===== config.mk =====
export PLATFORM = sky130hd
export DESIGN_NAME = lvl_irq_hub
export DESIGN_NICKNAME = d
export VERILOG_FILES = /design/src/rtl/lvl_irq_hub_pkg.sv /design/src/rtl/irq_wr_decode.sv /design/src/rtl/irq_mask_reg.sv /design/src/rtl/irq_line_bank.sv /design/src/rtl/irq_read_port.sv /design/src/rtl/lvl_irq_hub.sv
export SDC_FILE = /design/constraint.sdc
export NUM_CORES = 2
export LEC_CHECK = 0
export ABC_AREA = 1
export ABC_CLOCK_PERIOD_IN_PS = 4300
export BUFFER_PORTS_ARGS = -buffer_cell sky130_fd_sc_hd__buf_2
export CAP_MARGIN = 40
export CORE_ASPECT_RATIO = 0.7
export CORE_UTILIZATION = 35
export CTS_BUF_LIST = sky130_fd_sc_hd__clkbuf_16
export DETAILED_ROUTE_END_ITERATION = 16
export GPL_TIMING_DRIVEN = 1
export HOLD_SLACK_MARGIN = 0.12
export PLACE_DENSITY = 0.64
export SETUP_SLACK_MARGIN = 0.05
export SYNTH_ARGS = -nofsm -noshare
export SYNTH_HDL_FRONTEND = slang
export SYNTH_HIERARCHICAL = 1
export SYNTH_SLANG_ARGS = --single-unit

===== constraint.sdc =====
create_clock -name clk -period 4.3 [get_ports clk]
set_input_delay 0.43 -clock clk [delete_from_list [all_inputs] [get_ports clk]]
set_output_delay 0.43 -clock clk [all_outputs]
set_load 0.01 [all_outputs]

===== src/rtl/lvl_irq_hub_pkg.sv =====
package lvl_irq_hub_pkg;
  localparam int unsigned OFF_ACTIVE_CNT = 'h00;
  localparam int unsigned OFF_ACTIVE_VEC = 'h04;
  localparam int unsigned OFF_WIPE       = 'h08;
  localparam int unsigned OFF_MASK_OFF   = 'h0C;
  localparam int unsigned OFF_MASK_ON    = 'h10;

  typedef enum logic [1:0] {
    WR_NONE,
    WR_WIPE,
    WR_MASK_OFF,
    WR_MASK_ON
  } wr_op_e;
endpackage


===== src/rtl/irq_wr_decode.sv =====
module irq_wr_decode
  import lvl_irq_hub_pkg::*;
#(
  parameter int AW = 6
) (
  input  logic          bus_valid,
  input  logic          bus_write,
  input  logic [AW-1:0] bus_addr,
  output wr_op_e        op
);
  always_comb begin
    op = WR_NONE;
    if (bus_valid && bus_write) begin
      case (bus_addr)
        AW'(OFF_WIPE):     op = WR_WIPE;
        AW'(OFF_MASK_OFF): op = WR_MASK_OFF;
        AW'(OFF_MASK_ON):  op = WR_MASK_ON;
        default:           op = WR_NONE;
      endcase
    end
  end
endmodule


===== src/rtl/irq_mask_reg.sv =====
module irq_mask_reg
  import lvl_irq_hub_pkg::*;
#(
  parameter int NLINES = 32
) (
  input  logic              clk,
  input  logic              rst,
  input  wr_op_e            op,
  input  logic [NLINES-1:0] wdata,
  output logic [NLINES-1:0] en_d,
  output logic [NLINES-1:0] en_q
);
  always_comb begin
    en_d = en_q;
    case (op)
      WR_WIPE:     en_d = '0;
      WR_MASK_OFF: en_d = en_q & ~wdata;
      WR_MASK_ON:  en_d = en_q | wdata;
      default:     en_d = en_q;
    endcase
  end

  always_ff @(posedge clk) begin
    if (rst) en_q <= '0;
    else     en_q <= en_d;
  end
endmodule


===== src/rtl/irq_line_bank.sv =====
module irq_line_bank #(
  parameter int NLINES = 32,
  parameter int CNT_W  = 32
) (
  input  logic                    clk,
  input  logic                    rst,
  input  logic [NLINES-1:0]       lines,
  input  logic                    wipe,
  output logic [NLINES-1:0]       pend_d,
  output logic [NLINES-1:0]       pend_q,
  output logic [NLINES*CNT_W-1:0] cnt_flat
);
  assign pend_d = wipe ? '0 : lines;

  always_ff @(posedge clk) begin
    if (rst) pend_q <= '0;
    else     pend_q <= pend_d;
  end

  for (genvar g = 0; g < NLINES; g++) begin : g_line
    logic             prev_q;
    logic [CNT_W-1:0] cnt_q;
    always_ff @(posedge clk) begin
      if (rst) begin
        prev_q <= 1'b0;
        cnt_q  <= '0;
      end else begin
        prev_q <= lines[g];
        if (lines[g] && !prev_q) cnt_q <= cnt_q + 1'b1;
      end
    end
    assign cnt_flat[g*CNT_W +: CNT_W] = cnt_q;
  end
endmodule


===== src/rtl/irq_read_port.sv =====
module irq_read_port
  import lvl_irq_hub_pkg::*;
#(
  parameter int NLINES = 32,
  parameter int AW     = 6,
  parameter int DW     = 32
) (
  input  logic              clk,
  input  logic              rst,
  input  logic              rd_req,
  input  logic [AW-1:0]     addr,
  input  logic [NLINES-1:0] active,
  output logic [DW-1:0]     rdata
);
  localparam int CW = $clog2(NLINES + 1);

  logic [CW-1:0] pop;
  logic [DW-1:0] rd_d;

  always_comb begin
    pop = '0;
    for (int i = 0; i < NLINES; i++) pop = pop + CW'(active[i]);
  end

  always_comb begin
    rd_d = '0;
    if (rd_req) begin
      case (addr)
        AW'(OFF_ACTIVE_CNT): rd_d = DW'(pop);
        AW'(OFF_ACTIVE_VEC): rd_d = DW'(active);
        default:             rd_d = '0;
      endcase
    end
  end

  always_ff @(posedge clk) begin
    if (rst) rdata <= '0;
    else     rdata <= rd_d;
  end
endmodule


===== src/rtl/lvl_irq_hub.sv =====
module lvl_irq_hub
  import lvl_irq_hub_pkg::*;
#(
  parameter int NLINES = 32,
  parameter int AW     = 6,
  parameter int DW     = 32,
  parameter int CNT_W  = 32
) (
  input  logic                    clk,
  input  logic                    rst,
  input  logic [NLINES-1:0]       irq_lines,
  input  logic                    bus_valid,
  input  logic                    bus_write,
  input  logic [AW-1:0]           bus_addr,
  input  logic [DW-1:0]           bus_wdata,
  output logic [DW-1:0]           bus_rdata,
  output logic                    irq_out,
  output logic [NLINES*CNT_W-1:0] dbg_counts
);
  wr_op_e            op;
  logic [NLINES-1:0] wdata_lines;
  logic [NLINES-1:0] en_d, en_q;
  logic [NLINES-1:0] pend_d, pend_q;
  logic              wipe;

  assign wdata_lines = bus_wdata[NLINES-1:0];
  assign wipe        = (op == WR_WIPE);

  irq_wr_decode #(.AW(AW)) u_dec (
    .bus_valid (bus_valid),
    .bus_write (bus_write),
    .bus_addr  (bus_addr),
    .op        (op)
  );

  irq_mask_reg #(.NLINES(NLINES)) u_mask (
    .clk   (clk),
    .rst   (rst),
    .op    (op),
    .wdata (wdata_lines),
    .en_d  (en_d),
    .en_q  (en_q)
  );

  irq_line_bank #(.NLINES(NLINES), .CNT_W(CNT_W)) u_lines (
    .clk      (clk),
    .rst      (rst),
    .lines    (irq_lines),
    .wipe     (wipe),
    .pend_d   (pend_d),
    .pend_q   (pend_q),
    .cnt_flat (dbg_counts)
  );

  irq_read_port #(.NLINES(NLINES), .AW(AW), .DW(DW)) u_rd (
    .clk    (clk),
    .rst    (rst),
    .rd_req (bus_valid && !bus_write),
    .addr   (bus_addr),
    .active (pend_q & en_q),
    .rdata  (bus_rdata)
  );

  always_ff @(posedge clk) begin
    if (rst) irq_out <= 1'b0;
    else     irq_out <= |(pend_d & en_d);
  end
endmodule


==> flow_summary.yaml <==
sta:
  fin_crit_ns: 4.940
  fmax_ghz: 0.2024
  timing.final.ws_setup_ns: -0.6405
  min_period_over_period: 1.149
  fin_skew_ns: 0.02739
  final_max_slew_viol_count: 0
  slew_headroom: 0.2645
  tightestPinTransition_ns: 1.103
  rsz0062_at_grt: "true"
  setup_tns_ns: -2.930
  setup_violations: 6
  hold_viol: 0
  fin_hold_ws_ns: 0.1541
hold_path:
  hp-class: "in -> reg"
  holdPathEnd: "u_lines/g_line[16].prev_q$_SDFF_PP0_"
  holdPathStages: 3
  min_from: "irq_lines[16]"
grt:
  grt_pass1_vias: 57546
  grt_max_degree: 168
  grt_pass1_wl_mm: 343.2
  antenna_found_initial: 19
  grt_overflow: 0
  grt_util_all_layers: 0.2505
synthesis:
  syn-mean-instance-area_sq_um: 6.522
  async_reset_ff_frac: 0
  synth_edf_count: 0
  netlist_instances: 9235
  synth_top_cell_by_area: "dfxtp_1"
  synth.area.top_cells: "dfxtp_1 38%, nand2_1 13%, nor2_1 10%"
  synth_top_area_share: 0.3832
  synthesis.nets: 9378
  yosys.cell_count.top_type: "nand2_1"
  synth_common_cells: "2158 x nand2_1, 1666 x nor2_1, 1343 x inv_1"
  synthDistinctLibCells: 50
  yosysSeqAreaShare: 0.3832
  synth_seq_cells: 1153
  synthFlopType: "dfxtp_1"
  syn_area_sq_um: 60230
  ys_warn_count: 6
die:
  die_w_um: 497.8
  dieArea_sq_um: 173800
  die_height_um: 349.1
  floorplan.initialDensity: 0.3547
  pin_count: 1131
  design.core.area_sq_um: 169800
  placementRows: 126
clock_tree:
  numCtsBuffers: 130
  clock_latency_ns: 0.77
  root_buffer: "clkbuf_16"
  clock-sinks: 1153
  cts.clk_slew.worst_paths_ns: 0.06
  cts_tree: "yes"
  clk_path_buf_depth: 3
  h-tree-depth: 4
setup_path:
  end_kind: "flop"
  worstSetupPathType: "reg -> reg"
  timing.rr.start: "u_mask/en_q[0]$_SDFF_PP0_"
  reg2reg_depth: 19
  slowest_stage: "fa_1"
  path_cells: "nand2_2 -> inv_2 -> fa_1 -> ha_1 -> inv_1 -> fa_1 -> fa_1 -> fa_1 -> fa_1 -> fa_1 -> fa_2 -> fa_2 -> inv_2 -> nand2_2 -> nand2_2 -> nand2_1 -> nand2_1 -> nand3_2 -> a21oi_2"
  critPathTopFamily: "adder cells"
  critPathRequiredTime_ns: 4.99
  slowest_delay_ns: 0.53
  path_common_cell: "fa_1"
  crit_buf_inv: 3
  r2r_end: "u_rd/rdata[4]$_SDFF_PP0_"
  cp-start-kind: "flop"
  critPathLaunch: "u_mask/en_q[0]$_SDFF_PP0_"
  cp_max_fo: 2
  r2r_slack_ns: -0.64
  cp_data_arrival_time_ns: 5.63
power_and_ir_drop:
  p_leak_nw: 32.29
  cellPowerDensity_nw_per_um2: 312.1
  p_total_mw: 22.91
  peakVddDrop_uv: 266.7
drt:
  via_count: 64176
  wirelength_mm: 228.5
  dr.pass1.iters: 8
  vias_per_cell: 5.004
  ant_nets: 0
  routedWlPerCell_um: 17.82
  drc_errors: 0
  drt_first_iter_violations: 5679
placement:
  gp_congestion: 0.9726
  dpl_worst_slack_ns: -0.7097
  dp.cells: 12500
  portBuffers: 1130
  place_area_sq_um: 68400
  dp_hpwl_mm: 179.2
cells_and_area:
  drive_gt1_frac: 0.1716
  final_area_sq_um: 73420
  fin_nets: 10617
  finalNonFillerCells: 12824
  final_util: 0.4324
  area_growth_pct: 21.89
run_status:
  violations: "setup timing"
  status: "complete, but fails checks"
flow_run:
  maxCapViolations: 0
==> sequential cells by signal, indices dropped and copies added, names as in the netlist <==
register / flops
u_rd/rdata: 32
u_lines/pend_q: 32
u_mask/en_q: 32
u_lines/g_line.cnt_q: 1024
u_lines/g_line.prev_q: 32
irq_out: 1
==> power breakdown <==
group | total, mW | switching, mW | internal, mW
clock network | 11.1 | 4.93 | 6.15
logic | 0.965 | 0.667 | 0.298
registers | 10.9 | 0.0961 | 10.8
total | 22.9 | 5.69 | 17.2
==> worst max path at each step <==
stage	to	slack, ns	cells after the start
2_1_floorplan	u_rd/rdata[4]$_SDFF_PP0_	-0.38	19
3_3_place_gp	u_rd/rdata[4]$_SDFF_PP0_	-0.64	18
3_5_place_dp	u_rd/rdata[4]$_SDFF_PP0_	-0.71	19
4_1_cts	u_rd/rdata[4]$_SDFF_PP0_	-0.65	19
5_1_grt	u_rd/rdata[4]$_SDFF_PP0_	-0.84	19
6_report	u_rd/rdata[4]$_SDFF_PP0_	-0.64	19
==> final cells by class <==
| class | count | area, sq um |
|---|---|---|
| Fill cell | 17801 | 96370 |
| Multi-Input combinational cell | 6546 | 31260 |
| Sequential cell | 1153 | 23080 |
| Timing Repair Buffer | 1254 | 6892 |
| Inverter | 1389 | 5223 |
| Clock buffer | 131 | 3278 |
| Tap cell | 2240 | 2803 |
| Clock inverter | 102 | 862.1 |
| Antenna cell | 9 | 22.52 |
==> cells by family after synthesis <==
logic type	count (synthesis)	share of synthesized area
compound gates	946	0.08214
xor+xnor	122	0.01774
fa+ha+maj	69	0.01745
buf+inv	1536	0.09904
flops	1153	0.3832
simple gates	5409	0.4004
==> layout by cell type, fill, tap and decap left out, types with 10 or more instances in the layout <==
master         synthesis  final
nor3_2                38     38
nor2_4                91     92
o21a_1                41     41
clkinv_1               0     30
and2_1                12     12
ha_1                  44     43
nand4_1              205    205
dfxtp_1             1153   1152
xnor2_1               25     25
nand2_2               61     65
nor2_1              1666   1665
nand2_1             2158   2154
a31oi_1               18     18
inv_1               1343   1359
clkbuf_16              0    131
fa_1                  25     23
nor3b_1               41     41
dlygate4sd3_1          0     78
nand3b_1              32     32
o21ai_1               21     21
nor2_2               145    145
nand3_1              626    624
o21bai_1              20     20
o21ai_0              375    375
clkinv_2               1     22
xor2_1                97     97
buf_2                104   1129
nor4_1                10     10
inv_2                 45     50
nand3_2               29     31
nor3_1               263    263
a21oi_1              459    454
buf_4                  2     38
==> worst reg2reg max path: stages, from the launching register on <==
cell     delay, ns
dfxtp_2       0.32
nand2_2       0.06
inv_2         0.04
fa_1          0.48
ha_1          0.29
inv_1         0.04
fa_1          0.53
fa_1          0.45
fa_1          0.48
fa_1          0.53
fa_1          0.45
fa_2          0.37
fa_2          0.34
inv_2         0.07
nand2_2       0.05
nand2_2       0.07
nand2_1       0.05
nand2_1       0.07
nand3_2       0.07
a21oi_2       0.12
==> per-layer routing <==
metal,vias up,track usage,share of wire
li1,31623,-,-
met1,29665,0.3293,0.44
met2,2396,0.3794,0.43
met3,482,0.05841,0.080
met4,10,0.1329,0.055
met5,-,0,0.00028
==> repair_timing <==
| item | in CTS | in global routing |
|---|---|---|
| gates resized for setup | 10 | 6 |
| setup endpoints to repair | 6 | 6 |
| buffers inserted | 2 | 2 |
| hold buffers | 78 | 0 |
| endpoints found under the hold margin | 167 | 0 |
| pin swaps | 3 | 0 |
No activity file was read; power rests on OpenSTA's default activity.
